--- src/rtl/dfs_pkg.sv ---
// Shared types for the depth-first itemset search controller.
package dfs_pkg;
    // Left operand source of a step command.
    typedef enum logic [1:0] {
        LSEL_SRC    = 2'd0,
        LSEL_PREV   = 2'd1,
        LSEL_RELOAD = 2'd2
    } lsel_e;
endpackage

--- src/rtl/dfs_stack.sv ---
// Prefix stack: entry i holds the item at position i of the current prefix.
// Entry 0 is the root. Assumes push and pop never coincide with init.
module dfs_stack #(
    parameter int IW    = 4,
    parameter int DEPTH = 8,
    parameter int LW    = $clog2(DEPTH + 1)
) (
    input  logic          clk,
    input  logic          rst_n,
    input  logic          init,
    input  logic [IW-1:0] init_item,
    input  logic          push,
    input  logic [IW-1:0] push_item,
    input  logic          pop,
    output logic [LW-1:0] len,
    output logic [IW-1:0] top
);
    logic [IW-1:0] stk [DEPTH];

    // Prefix length bookkeeping.
    always_ff @(posedge clk) begin
        if (!rst_n)    len <= '0;
        else if (init) len <= LW'(1);
        else if (push) len <= len + LW'(1);
        else if (pop)  len <= len - LW'(1);
    end

    // One register per depth level.
    for (genvar g = 0; g < DEPTH; g++) begin : g_lvl
        always_ff @(posedge clk) begin
            if (!rst_n)                          stk[g] <= '0;
            else if (init && g == 0)             stk[g] <= init_item;
            else if (push && len == LW'(g))      stk[g] <= push_item;
        end
    end

    // Last item of the current prefix.
    always_comb begin
        top = '0;
        for (int i = 0; i < DEPTH; i++)
            if (len == LW'(i + 1)) top = stk[i];
    end

    assert_push_room_R9: assert property (@(posedge clk) disable iff (!rst_n)
        push |-> (len < LW'(DEPTH)));
    assert_pop_keeps_root_R10: assert property (@(posedge clk) disable iff (!rst_n)
        pop |-> (len > LW'(1)));
endmodule

--- src/rtl/dfs_step_eval.sv ---
// Decision for one answered step: descend, write out, or end the branch.
// Purely combinational; y is the right item, len the prefix length.
module dfs_step_eval #(
    parameter int IW    = 4,
    parameter int DEPTH = 8,
    parameter int LW    = $clog2(DEPTH + 1),
    parameter int CW    = IW + 1
) (
    input  logic          freq,
    input  logic [IW-1:0] y,
    input  logic [LW-1:0] len,
    input  logic [CW-1:0] count,
    output logic          push,
    output logic          store,
    output logic          overflow,
    output logic          more_sib
);
    logic [CW-1:0] y_p1, y_p2;
    logic          room;

    // Descend only if a higher item exists and the stack has room.
    always_comb begin
        y_p1     = CW'(y) + CW'(1);
        y_p2     = CW'(y) + CW'(2);
        more_sib = (y_p1 < count);
        room     = (({1'b0, len} + (LW+1)'(1)) < (LW+1)'(DEPTH));
        push     = freq && more_sib && room;
        overflow = freq && more_sib && !room;
        store    = push && (y_p2 < count);
    end
endmodule

--- src/rtl/dfs_itemset_ctrl.sv ---
// Depth-first candidate walker for one root item. Issues one step command
// at a time and holds it until the datapath answers. Assumes the datapath
// keeps the last result and stores it into wr_slot when wr_en pulses.
module dfs_itemset_ctrl
    import dfs_pkg::*;
#(
    parameter int IW    = 4,
    parameter int DEPTH = 8
) (
    input  logic                         clk,
    input  logic                         rst_n,
    input  logic                         start,
    input  logic [IW-1:0]                start_root,
    input  logic [IW:0]                  start_count,
    output logic                         busy,
    output logic                         done,
    output logic                         err,
    output logic                         cmd_valid,
    output logic [1:0]                   cmd_lsel,
    output logic [IW-1:0]                cmd_litem,
    output logic [$clog2(DEPTH+1)-1:0]   cmd_lslot,
    output logic [IW-1:0]                cmd_ritem,
    output logic [$clog2(DEPTH+1)-1:0]   cmd_size,
    input  logic                         rsp_valid,
    input  logic                         rsp_freq,
    output logic                         wr_en,
    output logic [$clog2(DEPTH+1)-1:0]   wr_slot,
    output logic                         flush,
    output logic                         hit
);
    localparam int LW = $clog2(DEPTH + 1);
    localparam int CW = IW + 1;

    logic          busy_q, done_q, err_q, wr_q, flush_q, hit_q;
    logic [LW-1:0] wslot_q;
    logic [IW-1:0] root_q, y_q;
    logic [CW-1:0] count_q;
    lsel_e         mode_q;

    logic          accept, st_init, st_push, st_pop;
    logic          ev_push, ev_store, ev_ovf, ev_more;
    logic [LW-1:0] len;
    logic [IW-1:0] top;

    dfs_stack #(.IW(IW), .DEPTH(DEPTH), .LW(LW)) u_stack (
        .clk(clk), .rst_n(rst_n),
        .init(st_init), .init_item(start_root),
        .push(st_push), .push_item(y_q),
        .pop(st_pop), .len(len), .top(top)
    );

    dfs_step_eval #(.IW(IW), .DEPTH(DEPTH), .LW(LW), .CW(CW)) u_eval (
        .freq(rsp_freq), .y(y_q), .len(len), .count(count_q),
        .push(ev_push), .store(ev_store), .overflow(ev_ovf), .more_sib(ev_more)
    );

    // Stack control from the handshake and the step decision.
    always_comb begin
        accept  = busy_q && rsp_valid;
        st_init = start && !busy_q;
        st_push = accept && ev_push;
        st_pop  = accept && !ev_push && !ev_more && (len > LW'(1));
    end

    // Search state: next right item, operand source, flags and pulses.
    always_ff @(posedge clk) begin
        if (!rst_n) begin
            busy_q  <= 1'b0;
            done_q  <= 1'b0;
            err_q   <= 1'b0;
            wr_q    <= 1'b0;
            flush_q <= 1'b0;
            hit_q   <= 1'b0;
            wslot_q <= '0;
            root_q  <= '0;
            y_q     <= '0;
            count_q <= '0;
            mode_q  <= LSEL_SRC;
        end else begin
            done_q  <= 1'b0;
            wr_q    <= 1'b0;
            flush_q <= 1'b0;
            hit_q   <= 1'b0;
            if (st_init) begin
                root_q  <= start_root;
                count_q <= start_count;
                err_q   <= 1'b0;
                y_q     <= start_root + IW'(1);
                mode_q  <= LSEL_SRC;
                if ((CW'(start_root) + CW'(1)) < start_count) busy_q <= 1'b1;
                else                                          done_q <= 1'b1;
            end else if (accept) begin
                hit_q   <= rsp_freq;
                wr_q    <= ev_store;
                wslot_q <= len + LW'(1);
                flush_q <= !ev_push;
                if (ev_ovf) err_q <= 1'b1;
                if (ev_push) begin
                    y_q    <= y_q + IW'(1);
                    mode_q <= LSEL_PREV;
                end else if (ev_more) begin
                    y_q    <= y_q + IW'(1);
                    mode_q <= (len == LW'(1)) ? LSEL_SRC : LSEL_RELOAD;
                end else if (len > LW'(1)) begin
                    y_q    <= top + IW'(1);
                    mode_q <= (len == LW'(2)) ? LSEL_SRC : LSEL_RELOAD;
                end else begin
                    busy_q <= 1'b0;
                    done_q <= 1'b1;
                end
            end
        end
    end

    // Port mapping of the held command and pulses.
    always_comb begin
        busy      = busy_q;
        done      = done_q;
        err       = err_q;
        cmd_valid = busy_q;
        cmd_lsel  = mode_q;
        cmd_litem = root_q;
        cmd_lslot = len;
        cmd_ritem = y_q;
        cmd_size  = len + LW'(1);
        wr_en     = wr_q;
        wr_slot   = wslot_q;
        flush     = flush_q;
        hit       = hit_q;
    end

    assert_hold_cmd_R11: assert property (@(posedge clk) disable iff (!rst_n)
        (cmd_valid && !rsp_valid) |=> (cmd_valid && $stable(cmd_ritem) && $stable(cmd_lsel)));
    assert_ascending_R2: assert property (@(posedge clk) disable iff (!rst_n)
        cmd_valid |-> (cmd_ritem > top));
    assert_reload_depth_R4: assert property (@(posedge clk) disable iff (!rst_n)
        (cmd_valid && cmd_lsel == 2'd2) |-> (cmd_lslot >= LW'(2)));
    assert_store_not_flush_R7: assert property (@(posedge clk) disable iff (!rst_n)
        wr_en |-> !flush);
    assert_done_idle_R10: assert property (@(posedge clk) disable iff (!rst_n)
        done |-> !cmd_valid);
endmodule

--- config.mk ---
export PLATFORM = sky130hd
export DESIGN_NAME = dfs_itemset_ctrl
export DESIGN_NICKNAME = d
export VERILOG_FILES = /design/src/rtl/dfs_pkg.sv /design/src/rtl/dfs_stack.sv /design/src/rtl/dfs_step_eval.sv /design/src/rtl/dfs_itemset_ctrl.sv
export SDC_FILE = /design/constraint.sdc
export NUM_CORES = 1
export LEC_CHECK = 0
export ABC_AREA = 1
export BUFFER_PORTS_ARGS = -buffer_cell sky130_fd_sc_hd__buf_4
export CAP_MARGIN = 20
export CELL_PAD_IN_SITES_DETAIL_PLACEMENT = 1
export CELL_PAD_IN_SITES_GLOBAL_PLACEMENT = 2
export CORE_UTILIZATION = 37
export DETAILED_ROUTE_END_ITERATION = 10
export GPL_TIMING_DRIVEN = 0
export PLACE_DENSITY = 0.85
export SLEW_MARGIN = 20
export SYNTH_ARGS = -nofsm -noshare
export SYNTH_HDL_FRONTEND = slang
export SYNTH_SLANG_ARGS = --single-unit
--- constraint.sdc ---
create_clock -name clk -period 5.12 [get_ports clk]
set_input_delay 1.536 -clock clk [delete_from_list [all_inputs] [get_ports clk]]
set_output_delay 1.536 -clock clk [all_outputs]
set_load 0.01 [all_outputs]
==> results of run 1 <==
[area by class of cell]
cell class,count,area [um2],area share
clock inverters,2,35.0,0.00853
repair buffers,42,315,0.0767
clock buffers,14,195,0.0475
multi-input cells,292,1620,0.393
plain buffers,9,53.8,0.0131
well taps,108,135,0.0329
flip-flops and latches,61,1540,0.375
inverters,58,218,0.0530
[registers in the layout, indices dropped and copies added, names as in the netlist, 2 cells and up]
signal       count
count_q          5
u_stack.stk     32
u_stack.len      4
wr_slot          4
cmd_litem        4
cmd_ritem        4
cmd_lsel         2
[critical path, cell delays in order (launching register included)]
cell	delay, ns
dfxtp_1	0.36
inv_1	0.09
clkbuf_1	0.53
nor2_1	0.12
ha_1	0.31
nand2_1	0.07
inv_1	0.05
o21ai_1	0.09
nand3_2	0.26
nor2_1	0.21
inv_1	0.07
nor2_2	0.14
inv_2	0.09
nor2_4	0.11
inv_2	0.07
buf_2	0.20
o21ai_0	0.57
[worst max-delay path by stage]
| stage | from | endpoint | slack [ns] |
|---|---|---|---|
| 6_report | cmd_ritem[3]$_SDFFE_PN0P_ | u_stack.stk[1][3]$_SDFFCE_PN0P_ | 1.42 |
| 2_1_floorplan | rsp_freq | u_stack.stk[1][4]$_SDFFCE_PN0P_ | 2.18 |
| 4_1_cts | cmd_ritem[3]$_SDFFE_PN0P_ | u_stack.stk[1][3]$_SDFFCE_PN0P_ | 1.38 |
| 5_1_grt | cmd_ritem[3]$_SDFFE_PN0P_ | u_stack.stk[1][12]$_SDFFCE_PN0P_ | 1.14 |
| 3_5_place_dp | cmd_ritem[3]$_SDFFE_PN0P_ | u_stack.stk[1][0]$_SDFFCE_PN0P_ | 1.42 |
| 3_3_place_gp | cmd_ritem[3]$_SDFFE_PN0P_ | u_stack.stk[1][4]$_SDFFCE_PN0P_ | 1.51 |
[logic make-up after synthesis]
family,Yosys count
AO/OA/AOI/OAI,58
XOR/XNOR,5
adder cells (fa/ha/maj),20
buffers and inverters,67
flip-flops,61
AND/OR/NAND/NOR,209
[layout by cell type, fill, tap and decap left out, types with 6 or more instances in the layout]
cell type	netlist	layout
nand3_2	9	9
buf_4	1	43
dfxtp_1	29	29
a21oi_1	17	17
nand2_1	89	89
nor2_1	61	61
ha_1	20	20
o21ai_1	6	6
nand3_1	19	19
o21ai_0	17	17
clkbuf_8	0	10
inv_2	11	11
edfxtp_1	32	32
inv_1	45	45
[through the flow]
| step | instance area (um2) | power, mW | utilization |
|---|---|---|---|
| floorplan | 3430 | 0.767 | - |
| global placement | 3880 | 0.883 | 0.438 |
| detailed placement | 3880 | 0.893 | 0.438 |
| CTS | 4110 | 1.38 | 0.464 |
| global route | 4110 | 1.45 | 0.464 |
| finish | 4110 | 1.37 | 0.464 |
[report_power, final]
part	leakage, nW	switching (mW)	internal (mW)
combinational	1.15	0.208	0.106
clock	0.117	0.195	0.297
sequential	0.570	0.0218	0.545
total	1.84	0.425	0.948
[per-layer routing]
| metal | track usage | routed length (um) | vias up |
|---|---|---|---|
| met5 | 0 | 0 | - |
| met1 | 0.276 | 4420 | 1428 |
| met2 | 0.374 | 4840 | 49 |
| li1 | - | - | 1485 |
| met3 | 0.0322 | 299 | 15 |
| met4 | 0.0918 | 165 | 0 |
==> impl_metrics.ini, run 1 <==
[cts]
postCtsSetupBuffers = 0
htreeDepth = 3
tritoncts = yes
clkTransAtPathRegs_ns = 0.07
cts_max_path_buffers = 2
clk_latency_ns = 0.34
cts_resized = 0
clockRootBuffer = clkbuf_8
numClockSinks = 61
cts_hold_buffers = 0
cts_buffers = 9

[floorplanning]
die_area_um2 = 9660
rows = 34
die-height_um = 98.3
num_io_pins = 43
core-area_um2 = 8850
die_x_um = 98.3
start_util = 0.387

[drt]
avgViaCountPerCell = 5.08
drtIter0Drc = 90
drt-total-wl_um = 9730
postRouteAntennaNets = 0
vias = 2977
drc = 0
firstDrtPassIters = 5
drt-wirelength-per-cell_um = 16.6

[placement]
port_buffers = 42
routabilityCongestion = 0.814
dp.cells = 570
hpwl_um = 7330
dp_slack_ns = 1.42

[grt]
first_global_vias = 3157
grt_antenna_before_repair = 0
grt_max_degree = 11
grt_pass1_wl_um = 16100
overflow = 0
track_usage = 0.219

[synth]
synth_area_leaders = edfxtp_1, dfxtp_1, nand2_1
yosys_warnings = 0
synth_top_cell_by_area = edfxtp_1
syn_area_um2 = 3430
syn_area_per_cell_um2 = 8.16
synth-edff-count = 32
syn-num-nets = 454
syn_inst = 420
yosysMostFrequentCell = nand2_1
synthFlopType = edfxtp_1
netlist-cell-type-count = 41
synth_fa_ha_area_frac = 0.0730
muxShareOfSynthArea = 0
yosys.area_share.simple = 0.286
async_flop_share = 0
ys_seq_area_frac = 0.450
synth-compound-area-share = 0.0996
yosysTopAreaCellShare = 0.280
synth_seq_cells = 61
synthTopCellsByCount = nand2_1, nor2_1, inv_1, edfxtp_1, dfxtp_1
synth_xor_area_frac = 0.0128
synth_top_family_by_area = simple AND/OR/NAND/NOR gates

[layout]
final_cells = 586
area_delta_synth_final_pct = 19.9
diodes = 0
nets = 507
layout-drive-gt1-share = 0.211
n_fill_cell = 1092

[sta]
hold_viol = 0
tightest_slew_ns = 0.749
slew_headroom = 0.501
fmax_ghz = 0.270
final.setup_skew_ns = 0.00793
tns_ns = 0
final_max_slew_viol_count = 0
setup_viol_count_final = 0
post-route-worst-setup-slack_ns = 1.42
rsz0062_at_grt = no
hold-worst-slack_ns = 0.459
post-route-period-util = 0.723
min_period_ns = 3.70

[flow_run]
maxCapViolCount = 0

[pwr]
powerDensity_nw_per_um2 = 334
vdd_drop_max_mv = 0.158
power.leakage_nw = 1.84

[hold_path]
min_delay_worst_endpoint = cmd_litem[2]$_SDFFE_PN0P_
worstHoldStart = cmd_litem[2]$_SDFFE_PN0P_
holdPathStages = 2
hold_class = reg -> reg

[setup_path]
end_kind = flop
r2r-start = cmd_ritem[3]$_SDFFE_PN0P_
reg2reg_slack_ns = 1.42
cp.required_ns = 5.10
critPathArrivalTime_ns = 3.68
r2r_cells = 16
cp-start-kind = flop
worstSetupPathType = reg -> reg
reg2reg_to = u_stack.stk[1][3]$_SDFFCE_PN0P_
critical_path.max_fanout = 10

[outcome]
status = finished clean
Note: power is estimated with default switching activity, not from simulation.
==> run 2, diff against run 1 <==
- CORE_UTILIZATION: 37 -> 34
- PLACE_DENSITY: 0.85 -> 0.8
- clock period: 5.12 -> 3.7 ns (I/O delays scaled with it)
==> run 2 against run 1 <==
  * Non-clock buffer count did not move
  * Critical path type unchanged
  * Design area rose by 1.3%
  * Via count fell by 0.47%
  * Final cell count rose by 4.3%
  * Sequential power rose by 38%
  * Critical path depth rose by 1
  * Global-route usage fell by 1.7 points
  * Maximum frequency rose by 9.1%
  * Clock-buffer cell count fell by 4
  * Register-to-register slack got worse by 1.1 ns
  * Die area rose by 8.6%
  * Largest power group unchanged
  * Power rose by 42%
==> impl_metrics.ini, run 2 (synthesized netlist as in run 1, its figures left out) <==
[layout]
reg_top3 = u_stack.stk (32), count_q (5)
diodes = 0
area_delta_synth_final_pct = 21.4
regArea_um2 = 1540
nets = 507
top_register = u_stack.stk
largest_reg_flops = 32
layout-drive-gt1-share = 0.222
final_area_um2 = 4160
multi_input_area_um2 = 1630
mostFrequentLayoutCell = nand2_1
final_util = 0.426
final_cell_mix = nand2_1, nor2_1, inv_1
final_cells = 611
n_fill_cell = 1228

[placement]
dp.cells = 595
routabilityCongestion = 0.756
placed_area_um2 = 3910
hpwl_um = 7540
port_buffers = 42
dp_slack_ns = -0.0517

[setup_path]
critPathMaxStageDelay_ns = 0.47
cp_common_cell = inv_1
critPathArrivalTime_ns = 3.40
end_kind = flop
cp-start-kind = flop
worstSetupPathType = reg -> reg
cp.required_ns = 3.71
worstPathCellList = ha_1 -> nand2_1 -> o21ai_0 -> inv_1 -> ha_1 -> nand2_1 -> inv_1 -> o21ai_1 -> nand3_2 -> nor2_1 -> inv_1 -> nor2_2 -> inv_2 -> nor2_4 -> inv_2 -> buf_2 -> o21ai_1
cp_slowest_cell = dfxtp_1
critical_path.max_fanout = 10
reg2reg_slack_ns = 0.31

[sta]
final.setup_skew_ns = 0.00866
post-route-period-util = 0.917
post-route-worst-setup-slack_ns = 0.309
hold_viol = 0
setup_viol_count_final = 0
final_max_slew_viol_count = 0
slew_headroom = 0.465
fmax_ghz = 0.295
tightest_slew_ns = 0.803
rsz0062_at_grt = yes
min_period_ns = 3.39

[cts]
cts_max_path_buffers = 2
postCtsSetupBuffers = 0
cts_resized = 2
tritoncts = yes
clk_latency_ns = 0.35
cts_hold_buffers = 0
clkTransAtPathRegs_ns = 0.07
cts_buffers = 9
htreeDepth = 3
clockRootBuffer = clkbuf_8
numClockSinks = 61

[drt]
drtIter0Drc = 151
postRouteAntennaNets = 0
drt-total-wl_um = 9740
drt-wirelength-per-cell_um = 15.9
vias = 2963
firstDrtPassIters = 4
avgViaCountPerCell = 4.85
drc = 0

[grt]
grt_max_degree = 12
grt_pass1_wl_um = 15500
use_met1 = 0.258
overflow = 0
first_global_vias = 3003
grt_antenna_before_repair = 0
track_usage = 0.201
use_met3 = 0.0280
grt.met2_usage = 0.348
top_usage_layer = met2

[pwr]
power.leakage_nw = 1.84
powerDensity_nw_per_um2 = 468
vdd_drop_max_mv = 0.196

[floorplanning]
num_io_pins = 43
rows = 36
core-area_um2 = 9770
die_area_um2 = 10500
start_util = 0.351
die-height_um = 102
die_x_um = 102

[flow_run]
maxCapViolCount = 0

[outcome]
status = finished clean

[hold_path]
hold_class = reg -> reg
[run 2: changes by cell type in the layout (fill, tap and decap cells not counted), sizes merged]
cell,change
bufinv,+2
clkbuf,-4
clkinv,+1
clkinvlp,+1
[run 2: metal layers]
layer  share of wire  wire (um)
met5               0          0
met4           0.014        133
met3           0.022        214
met2            0.50       4840
met1            0.47       4550
[run 2: final timing paths]
path                                           startpoint                               to  cells after the start
worst max-delay path            cmd_ritem[2]$_SDFFE_PN0P_  u_stack.stk[1][5]$_SDFFCE_PN0P_                     17
worst min-delay path            cmd_litem[2]$_SDFFE_PN0P_        cmd_litem[2]$_SDFFE_PN0P_                      2
worst max register to register  cmd_ritem[2]$_SDFFE_PN0P_  u_stack.stk[1][5]$_SDFFCE_PN0P_                     17
worst min register to register  cmd_litem[2]$_SDFFE_PN0P_        cmd_litem[2]$_SDFFE_PN0P_                      2
[run 2: final cells by class]
cell class	count	share of cell area
Sequential cell	61	0.370
Timing Repair Buffer	42	0.0758
Buffer	9	0.0132
Multi-Input combinational cell	292	0.391
Tap cell	133	0.0400
Clock inverter	6	0.0268
Inverter	58	0.0523
Clock buffer	10	0.0307
[run 2: metrics by stage]
stage	setup TNS [ns]	hold WS (ns)	power [mW]
CTS	0	0.466	1.96
global placement	0	0.447	1.22
global route	-0.285	0.493	2.04
floorplan	0	0.445	1.06
detailed placement	-0.530	0.448	1.24
finish	0	0.468	1.95
[run 2: critical path: cells and delay by family (launching register included)]
kind            cells  cell delay, ns
simple gates        6            0.89
flops               1            0.47
compound gates      3            0.58
fa+ha+maj           2            0.49
buf+inv             6            0.60
[run 2: report_power, final]
| group | total, mW | internal, mW | switching [mW] | leakage [nW] |
|---|---|---|---|---|
| Sequential | 0.784 | 0.754 | 0.0299 | 0.570 |
| Combinational | 0.435 | 0.147 | 0.288 | 1.16 |
| Clock | 0.727 | 0.448 | 0.279 | 0.116 |
| Total | 1.95 | 1.35 | 0.597 | 1.84 |
